## config.mk

```make
export PLATFORM = sky130hd
export DESIGN_NAME = ctl_word_mux
export DESIGN_NICKNAME = d
export VERILOG_FILES = /design/src/rtl/ctlw_pkg.sv /design/src/rtl/ctlw_dlm_pipe.sv /design/src/rtl/ctlw_tx_arb.sv /design/src/rtl/ctlw_rx_dec.sv /design/src/rtl/ctl_word_mux.sv
export SDC_FILE = /design/constraint.sdc
export NUM_CORES = 1
export LEC_CHECK = 0
export BUFFER_PORTS_ARGS = -buffer_cell sky130_fd_sc_hd__buf_2
export CAP_MARGIN = 5
export CORE_UTILIZATION = 50
export CTS_BUF_LIST = sky130_fd_sc_hd__clkbuf_4 sky130_fd_sc_hd__clkbuf_8
export CTS_CLUSTER_DIAMETER = 120
export DETAILED_ROUTE_END_ITERATION = 8
export GPL_TIMING_DRIVEN = 1
export HOLD_SLACK_MARGIN = 0.08
export PLACE_DENSITY = 0.78
export RECOVER_POWER = 25
export SKIP_CTS_REPAIR_TIMING = 1
export SYNTH_ARGS = -nofsm -noshare
export SYNTH_HDL_FRONTEND = slang
export SYNTH_HIERARCHICAL = 1
export SYNTH_SLANG_ARGS = --single-unit
```

## constraint.sdc

```tcl
create_clock -name clk -period 3.52 [get_ports clk]
set_input_delay 0.176 -clock clk [delete_from_list [all_inputs] [get_ports clk]]
set_output_delay 0.176 -clock clk [all_outputs]
set_load 0.02 [all_outputs]
```

## src/rtl/ctlw_pkg.sv

```systemverilog
package ctlw_pkg;

  localparam int unsigned WORD_W = 16;
  localparam int unsigned NIB_W  = 4;
  localparam int unsigned BLK_W  = 7;
  localparam int unsigned NBLK   = 2;
  localparam int unsigned TOP_LSB = NBLK * BLK_W;
  localparam int unsigned TYPE_W = 3;

  typedef enum logic [TYPE_W-1:0] {
    CH_IDLE = 3'd0,
    CH_INIT = 3'd1,
    CH_ACK  = 3'd2,
    CH_NACK = 3'd3,
    CH_DLM  = 3'd4
  } char_e;

  localparam logic [NIB_W-1:0] CLS_IDLE = 4'h3;
  localparam logic [NIB_W-1:0] CLS_INIT = 4'h5;
  localparam logic [NIB_W-1:0] CLS_ACK  = 4'h6;
  localparam logic [NIB_W-1:0] CLS_NACK = 4'h9;
  localparam logic [NIB_W-1:0] CLS_DLM  = 4'hA;

  // single-error-correcting block: data at 2,4,5,6, parity at 0,1,3
  function automatic logic [BLK_W-1:0] h74_enc(input logic [NIB_W-1:0] d);
    logic [BLK_W-1:0] c;
    c[2] = d[0];
    c[4] = d[1];
    c[5] = d[2];
    c[6] = d[3];
    c[0] = d[0] ^ d[1] ^ d[3];
    c[1] = d[0] ^ d[2] ^ d[3];
    c[3] = d[1] ^ d[2] ^ d[3];
    return c;
  endfunction

  // syndrome value is the 1-based position of a single flipped bit
  function automatic logic [2:0] h74_syn(input logic [BLK_W-1:0] c);
    logic [2:0] s;
    s[0] = c[0] ^ c[2] ^ c[4] ^ c[6];
    s[1] = c[1] ^ c[2] ^ c[5] ^ c[6];
    s[2] = c[3] ^ c[4] ^ c[5] ^ c[6];
    return s;
  endfunction

  function automatic logic [NIB_W-1:0] h74_data(input logic [BLK_W-1:0] c);
    return {c[6], c[5], c[4], c[2]};
  endfunction

  function automatic logic [NIB_W-1:0] class_of(input char_e t);
    logic [NIB_W-1:0] k;
    case (t)
      CH_INIT: k = CLS_INIT;
      CH_ACK:  k = CLS_ACK;
      CH_NACK: k = CLS_NACK;
      CH_DLM:  k = CLS_DLM;
      default: k = CLS_IDLE;
    endcase
    return k;
  endfunction

  function automatic logic [WORD_W-1:0] char_word(input char_e t,
                                                  input logic [NIB_W-1:0] num);
    logic [NIB_W-1:0] pay;
    pay = (t == CH_DLM) ? num : '0;
    return {{(WORD_W - TOP_LSB){1'b0}}, h74_enc(pay), h74_enc(class_of(t))};
  endfunction

endpackage

```

## src/rtl/ctlw_dlm_pipe.sv

```systemverilog
module ctlw_dlm_pipe
  import ctlw_pkg::*;
#(
  parameter int unsigned DEPTH = 2
) (
  input  logic             clk,
  input  logic             rst_n,
  input  logic             req,
  input  logic [NIB_W-1:0] num,
  output logic             due,
  output logic [NIB_W-1:0] due_num
);

  logic [DEPTH-1:0] vld_q;
  logic [NIB_W-1:0] num_q [DEPTH];

  generate
    for (genvar s = 0; s < DEPTH; s++) begin : g_stage
      logic             vld_d;
      logic [NIB_W-1:0] num_d;
      if (s == 0) begin : g_head
        assign vld_d = req;
        assign num_d = num;
      end else begin : g_tail
        assign vld_d = vld_q[s-1];
        assign num_d = num_q[s-1];
      end
      always_ff @(posedge clk or negedge rst_n) begin
        if (!rst_n) begin
          vld_q[s] <= 1'b0;
          num_q[s] <= '0;
        end else begin
          vld_q[s] <= vld_d;
          if (vld_d) num_q[s] <= num_d;
        end
      end
    end
  endgenerate

  assign due     = vld_q[DEPTH-1];
  assign due_num = num_q[DEPTH-1];

endmodule

```

## src/rtl/ctlw_tx_arb.sv

```systemverilog
module ctlw_tx_arb
  import ctlw_pkg::*;
(
  input  logic              clk,
  input  logic              rst_n,
  input  logic              dlm_due,
  input  logic [NIB_W-1:0]  dlm_num,
  input  logic              ack_req,
  input  logic              nack_req,
  input  logic              link_init,
  input  logic              pkt_valid,
  input  logic [WORD_W-1:0] pkt_word,
  input  logic              pkt_last,
  output logic              pkt_ready,
  output logic              pkt_open,
  output logic [WORD_W-1:0] tx_word,
  output logic              tx_k
);

  logic              ack_q, nack_q, open_q;
  logic              ack_d, nack_d, open_d, open_en;
  logic [WORD_W-1:0] word_q, word_d;
  logic              k_q, k_d;
  logic              ctl_go, take;

  assign ctl_go    = !dlm_due && !link_init && !open_q && (ack_q || nack_q);
  assign pkt_ready = !dlm_due && !link_init && !ctl_go;
  assign take      = pkt_valid && pkt_ready;

  always_comb begin
    word_d = char_word(link_init ? CH_INIT : CH_IDLE, '0);
    k_d    = 1'b1;
    if (dlm_due) begin
      word_d = char_word(CH_DLM, dlm_num);
    end else if (ctl_go) begin
      word_d = char_word(ack_q ? CH_ACK : CH_NACK, '0);
    end else if (take) begin
      word_d = pkt_word;
      k_d    = 1'b0;
    end
  end

  always_comb begin
    ack_d   = (ack_q && !(ctl_go && ack_q)) || ack_req;
    nack_d  = (nack_q && !(ctl_go && !ack_q)) || nack_req;
    open_en = take;
    open_d  = !pkt_last;
  end

  always_ff @(posedge clk or negedge rst_n) begin
    if (!rst_n) begin
      ack_q  <= 1'b0;
      nack_q <= 1'b0;
      open_q <= 1'b0;
      word_q <= char_word(CH_IDLE, '0);
      k_q    <= 1'b1;
    end else begin
      ack_q  <= ack_d;
      nack_q <= nack_d;
      word_q <= word_d;
      k_q    <= k_d;
      if (open_en) open_q <= open_d;
    end
  end

  assign pkt_open = open_q;
  assign tx_word  = word_q;
  assign tx_k     = k_q;

endmodule

```

## src/rtl/ctlw_rx_dec.sv

```systemverilog
module ctlw_rx_dec
  import ctlw_pkg::*;
(
  input  logic              clk,
  input  logic              rst_n,
  input  logic [WORD_W-1:0] rx_word,
  input  logic              rx_k,
  output logic              rx_char_valid,
  output logic [TYPE_W-1:0] rx_type,
  output logic [NIB_W-1:0]  rx_dlm_num,
  output logic              rx_corr,
  output logic              rx_uncorr
);

  logic [BLK_W-1:0]          blk_fix [NBLK];
  logic [NBLK-1:0]           blk_err;
  logic [WORD_W-TOP_LSB-1:0] top_bits;
  logic                      multi, single;
  logic [NIB_W-1:0]          cls, pay;
  logic                      known, ok;
  char_e                     kind;

  generate
    for (genvar b = 0; b < NBLK; b++) begin : g_blk
      logic [BLK_W-1:0] raw;
      logic [2:0]       syn;
      assign raw        = rx_word[b*BLK_W +: BLK_W];
      assign syn        = h74_syn(raw);
      assign blk_err[b] = |syn;
      assign blk_fix[b] = (syn == 3'd0) ? raw : (raw ^ (7'b1 << (syn - 3'd1)));
    end
  endgenerate

  assign top_bits = rx_word[WORD_W-1:TOP_LSB];
  assign multi    = $countones({blk_err, top_bits}) > 1;
  assign single   = $countones({blk_err, top_bits}) == 1;
  assign cls      = h74_data(blk_fix[0]);
  assign pay      = h74_data(blk_fix[1]);

  always_comb begin
    known = 1'b1;
    case (cls)
      CLS_IDLE: kind = CH_IDLE;
      CLS_INIT: kind = CH_INIT;
      CLS_ACK:  kind = CH_ACK;
      CLS_NACK: kind = CH_NACK;
      CLS_DLM:  kind = CH_DLM;
      default: begin
        kind  = CH_IDLE;
        known = 1'b0;
      end
    endcase
    ok = !multi && known && ((kind == CH_DLM) || (pay == '0));
  end

  logic              v_d, c_d, u_d;
  logic [TYPE_W-1:0] t_d;
  logic [NIB_W-1:0]  n_d;

  always_comb begin
    v_d = 1'b0;
    c_d = 1'b0;
    u_d = 1'b0;
    t_d = '0;
    n_d = '0;
    if (rx_k) begin
      if (ok) begin
        v_d = 1'b1;
        c_d = single;
        t_d = kind;
        n_d = (kind == CH_DLM) ? pay : '0;
      end else begin
        u_d = 1'b1;
      end
    end
  end

  always_ff @(posedge clk or negedge rst_n) begin
    if (!rst_n) begin
      rx_char_valid <= 1'b0;
      rx_corr       <= 1'b0;
      rx_uncorr     <= 1'b0;
      rx_type       <= '0;
      rx_dlm_num    <= '0;
    end else begin
      rx_char_valid <= v_d;
      rx_corr       <= c_d;
      rx_uncorr     <= u_d;
      rx_type       <= t_d;
      rx_dlm_num    <= n_d;
    end
  end

endmodule

```

## src/rtl/ctl_word_mux.sv

```systemverilog
module ctl_word_mux
  import ctlw_pkg::*;
#(
  parameter int unsigned DLM_LAT = 2
) (
  input  logic        clk,
  input  logic        rst_n,
  input  logic        pkt_valid,
  input  logic [15:0] pkt_word,
  input  logic        pkt_last,
  output logic        pkt_ready,
  input  logic        ack_req,
  input  logic        nack_req,
  input  logic        link_init,
  input  logic        dlm_req,
  input  logic [3:0]  dlm_num,
  output logic [15:0] tx_word,
  output logic        tx_k,
  input  logic [15:0] rx_word,
  input  logic        rx_k,
  output logic        rx_char_valid,
  output logic [2:0]  rx_type,
  output logic [3:0]  rx_dlm_num,
  output logic        rx_corr,
  output logic        rx_uncorr
);

  logic             dlm_due;
  logic [NIB_W-1:0] dlm_due_num;
  logic             pkt_open;

  ctlw_dlm_pipe #(.DEPTH(DLM_LAT)) u_pipe (
    .clk     (clk),
    .rst_n   (rst_n),
    .req     (dlm_req),
    .num     (dlm_num),
    .due     (dlm_due),
    .due_num (dlm_due_num)
  );

  ctlw_tx_arb u_arb (
    .clk       (clk),
    .rst_n     (rst_n),
    .dlm_due   (dlm_due),
    .dlm_num   (dlm_due_num),
    .ack_req   (ack_req),
    .nack_req  (nack_req),
    .link_init (link_init),
    .pkt_valid (pkt_valid),
    .pkt_word  (pkt_word),
    .pkt_last  (pkt_last),
    .pkt_ready (pkt_ready),
    .pkt_open  (pkt_open),
    .tx_word   (tx_word),
    .tx_k      (tx_k)
  );

  ctlw_rx_dec u_dec (
    .clk           (clk),
    .rst_n         (rst_n),
    .rx_word       (rx_word),
    .rx_k          (rx_k),
    .rx_char_valid (rx_char_valid),
    .rx_type       (rx_type),
    .rx_dlm_num    (rx_dlm_num),
    .rx_corr       (rx_corr),
    .rx_uncorr     (rx_uncorr)
  );

endmodule

```

# After elaboration in Yosys (flattened, before gate mapping)

Cells that the tools add are included.

Output and inout bits: 28
Flip-flop bits (word level): 40
Bits of input ports: 45

Shifts and indexed selects: 2
Bitwise logic cells: 44
Reduce and logical (&&, ||, !) cells: 30
Add/subtract/negate cells: 5
Equality and inequality tests: 15
Mux-type cells: 28
Magnitude comparators: 1

Operators by type and width:

| operator                                                       | count |
|---|---|
| two-way mux 16 bit                                             | 3 |
| bitwise XOR 1 bit                                              | 42 |
| adder 32 bit                                                   | 1 |
| equality test 32 x 2 -> 1 bit, second input constant           | 1 |
| greater-than comparator 32 x 2 -> 1 bit, second input constant | 1 |
| case mux 4 bit (4 select lines)                                | 2 |
| two-way mux 4 bit                                              | 6 |
| two-way mux 7 bit                                              | 2 |
| << shifter 1 x 3 -> 7 bit, first input constant                | 2 |
| bitwise XOR 7 bit                                              | 2 |
| equality test 3 x 2 -> 1 bit, second input constant            | 4 |
| two-way mux 1 bit                                              | 12 |
| case mux 3 bit (4 select lines)                                | 1 |
| logical AND 1 bit                                              | 11 |
| equality test 3 bit, second input constant                     | 3 |
| zero test 1 bit                                                | 9 |
| equality test 4 x 3 -> 1 bit, second input constant            | 2 |
| equality test 4 bit, second input constant                     | 2 |
| equality test 3 x 1 -> 1 bit, second input constant            | 2 |
| zero test 3 bit                                                | 2 |
| two-way mux 3 bit                                              | 2 |
| OR reduction 3 bit                                             | 2 |
| subtractor 3 x 1 -> 3 bit, second input constant               | 2 |
| OR reduction 5 bit                                             | 1 |
| other kinds (4)                                                | 8 |

# Logic depth before layout (Yosys ltp)

Depth in word-level cells: 14
Mapped depth: 13

# Modules after synthesis

The synthesis kept the hierarchy.

Modules (own cells, without submodules):

| module        | instances | cells each | area an instance (um^2) | seq. area each (um^2) |
|---|---|---|---|---|
| ctlw_rx_dec   | 1         | 155        | 1,300.0                 | 250.2 |
| ctlw_tx_arb   | 1         | 65         | 827.0                   | 506.7 |
| ctlw_dlm_pipe | 1         | 18         | 340.3                   | 250.2 |

# Worst setup path after synthesis

OpenSTA, ideal clock, no wires.

Path kind: in2reg
From: in rx_word[5]
To: reg u_dec.rx_uncorr
Path buffers: 1
Library setup time: 119 ps
Stages on the path: 11
Arrival time: 2,643 ps
Required time: 3,401 ps
Setup slack: 758 ps
Path through: buf_4 -> xnor3_1 -> or3_1 -> nand2_1 -> ha_1 -> nor2_1 -> nand3_1 -> xor2_1 -> a31o_1 -> o31a_1 -> o21a_1

Longest elaborated chain between the ends: 13
Elaborated cells between the ends (all ways): 28
Those cells by class: add/sub: 3; order compare: 1; eq/ne: 6; shift: 1; mux: 5; bitwise: 5; reduce/logical: 7

Ends and longest elaborated chain:

| element                                                               | RTL line           | RTL |
|---|---|---|
| start, declared                                                       | ctl_word_mux.sv:19 | `input logic [15:0] rx_word,` |
| parallel branches: the longest is 10 deep, another holds adder 32 bit | -                  |  |
| logical AND 1 bit *                                                   | ctlw_rx_dec.sv:53  | `ok = !multi && known && ((kind == CH_DLM) \|\| (pay == '0));` |
| two-way mux 1 bit *                                                   | ctlw_rx_dec.sv:67  | `if (ok) begin` |
| two-way mux 1 bit *                                                   | ctlw_rx_dec.sv:66  | `if (rx_k) begin` |
| named net u_dec.u_d                                                   | ctlw_rx_dec.sv:56  | `logic v_d, c_d, u_d;` |
| end signal, assigned                                                  | ctlw_rx_dec.sv:88  | `rx_uncorr <= u_d;` |
| end, declared                                                         | ctlw_rx_dec.sv:12  | `output logic rx_uncorr` |

Mark *: on every way through the listed nets, which the timed path passes.
A chain may end at the register's enable or synchronous reset.

# Final worst setup path

Ends and elaborated chain as after synthesis.

==> metrics.yaml <==
yosys:
  netlist.area_leader.share_pct: 35.5
  yosysTopAreaCell: "dfrtp_1"
  synth_top_flop_cell: "dfrtp_1"
  synthCells: 238
  synth_edf_count: 0
  synth_nets: 288
  ys_types: 58
  synth_warnings: 6
  yosysSeqAreaShare_pct: 40.8
  synth_seq_cells: 40
  async_reset_ff_share_pct: 100
  postSynthAreaPerCell_um2: 10.4
  synthTopCellsByArea: "dfrtp_1, xnor2_1, dfstp_2, mux2_2, xor2_1"
  syn_area_um2: 2470
drt:
  drtAntennaViolNets: 0
  num_vias: 1933
  drt-total-wl_um: 4490
  post_drt_wl_per_cell_um: 11.9
  drtPass1Iterations: 4
  route.detailed.drc: 0
  viasPerCell: 5.11
  drt_iter0_markers: 62
final_layout:
  nNetsFinal: 360
  area_growth_pct: 19.3
  mostFrequentLayoutCells: "buf_2, dfrtp_1, clkbuf_1, xnor2_1, nor2_1"
  final_common_cell: "buf_2"
  fill_cells: 412
  final_area_um2: 2940
  drive_gt1_share_pct: 28.6
  antenna_cells: 0
  fin_util_pct: 62.3
worst_setup_path:
  slowest_stage: "xnor3_1"
  crit_chain: "buf_2, xnor3_1, or3_1, nand2_1, ha_1, nor2_1, a21boi_0, o21ai_0, a32oi_1, and3_1, o31a_1, o21a_1"
  cp_data_arrival_time_ns: 2.88
  reg2reg_slack_ns: 2.10
  path_class: "input port to flip-flop"
  cp-start-kind: "input port"
  worst-path-buf-inv: 1
  crit_cells: 12
  critPathMaxFanout: 7
  critical-path-top-delay-family: "simple AND/OR/NAND/NOR gates"
  endpoint_kind: "flip-flop"
  r2r_cells: 4
  crit_required_ns: 3.70
  cpPeakStageDelay_ns: 0.46
floorplan:
  core_area_um2: 4720
  die_w_um: 72.2
  die_y_um: 72.2
  initial_utilization_pct: 52.2
  core.rowCount: 25
  dieArea_um2: 5220
  io_pins: 73
power_and_ir_drop:
  leakagePower_nw: 1.30
  ir_worst_vdd_v: 0.000254
  combPwrFrac_pct: 29.0
  clockPowerShare_pct: 29.6
  pwr_density_cell_nw_per_um2: 425
  p_sw_share_pct: 30.3
  p_switching_mw: 0.378
  seq_power_share_pct: 41.4
  p_int_mw: 0.871
grt:
  grt_max_degree: 41
  grt_pass1_vias: 1693
  grt_antenna_before_repair: 0
  grt_util_all_layers_pct: 17.5
  grt_overflow_total: 0
  grt_pass1_wl_um: 7070
cts:
  cts_buffer_depth: 2
  h-tree-depth: 2
  clkTransAtPathRegs_ns: 0.07
  root_buffer: "clkbuf_8"
  cts_buffers: 5
  cts_sinks: 40
  cts_tree: "yes"
  worst_skew_pair.late_latency_ns: 0.29
timing:
  finalCritPeriodShare_pct: 76.6
  whs_ns: 0.0983
  max_freq_mhz: 371
  hold_violations: 0
  grt_setup_unrepaired: "false"
  finalSetupViolCount: 0
  fin_crit_ns: 2.70
  slew_violations: 0
  skew_ns: 0.00693
  maxSlewHeadroom_pct: 45.5
  finalSetupTns_ns: 0
  worst_slew_pin_slew_ns: 0.817
min_path:
  hold_path_depth: 2
  min_path_type: "input port to flip-flop"
placement:
  place_congestion: 0.810
  dp_hpwl_um: 3370
  post_dp_cell_area_um2: 2800
  io_buffers: 72
flow_run:
  max_cap_violations: 0
outcome:
  outcome: "finished, final reports clean"
==> stage by stage <==
| stage | power, mW | std cells | setup slack (ns) |
|---|---|---|---|
| floorplan | 0.802 | 238 | 0.758 |
| global placement | 0.880 | 365 | 0.603 |
| detailed placement | 0.888 | 365 | 0.547 |
| CTS | 1.26 | 373 | 0.848 |
| global route | 1.32 | 378 | 0.626 |
| finish | 1.25 | 378 | 0.824 |
==> kinds of logic after synthesis <==
logic type	synth area share, %
AO/OA/AOI/OAI	15.8
adder cells (fa/ha/maj)	2.84
AND/OR/NAND/NOR	16.2
multiplexers	5.32
buffers and inverters	6.08
XOR/XNOR	12.9
flip-flops	40.8
==> per-layer routing <==
metal  global-route usage (%)  vias up  routed length (um)
met3                     3.89        8                 282
met4                     8.50        0                  87
li1                         -      972                   -
met5                        0        -                   0
met1                     20.1      881                1900
met2                     30.9       72                2220
==> flip-flops by register name, summed over array words and instances, names as in the netlist, 3 cells and up <==
register and count:
u_dec/rx_type 3, u_arb/tx_word 16, u_pipe/g_stage.num_d 4, u_dec/rx_dlm_num 4, u_pipe/due_num 4
==> synthesized netlist by cell type, types with 3 or more instances <==
cell type and number:
o21ai_0 11, nand2_1 15, inv_1 9, mux2i_1 3, o21a_1 4, mux2_2 9
nand3_1 5, buf_6 5, dfrtp_1 35, and2_1 3, nand2b_1 3, a21oi_1 11
a32oi_1 3, nor3_1 5, nor2_1 18, buf_2 3, a22o_1 7, dfstp_2 5
nor2b_1 5, ha_1 4, or3_1 5, xnor2_1 19, xor2_1 8
==> final timing paths <==
path | from | to
setup reg to reg | u_pipe/due | u_arb/tx_word[3]
max in group asynchronous | rst_n | u_dec/rx_corr
min in group asynchronous | rst_n | u_arb/tx_word[11]
hold / removal | pkt_word[14] | u_arb/tx_word[14]
hold reg to reg | u_pipe/g_stage[1].vld_d | u_pipe/due
setup / recovery | rx_word[5] | u_dec/rx_uncorr
==> worst register-to-register path, delay by kind of cell (launching register included) <==
family / cells / cell delay [ns]
compound gates: 1 / 0.17
buf+inv: 1 / 0.05
flops: 1 / 0.53
simple gates: 2 / 0.61
==> layout make-up <==
class                      instances  area (um^2)  share of cell area, %
multi-input combinational        176         1310                   44.5
sequential                        40         1010                   34.2
timing repair buffer              77          387                   13.1
tap                               67         83.8                   2.85
clock buffer                       5         68.8                   2.34
clock inverter                     3         46.3                   1.57
inverter                          10         40.0                   1.36
==> power groups by stage <==
stage	Combinational (mW)	Clock (mW)	Sequential, mW
2_1_floorplan	0.250	0	0.552
3_3_place_gp	0.355	0	0.525
3_5_place_dp	0.362	0	0.526
4_1_cts	0.364	0.382	0.517
5_1_grt	0.402	0.400	0.522
6_report	0.363	0.370	0.517
Power figures use the tool's default switching activity.
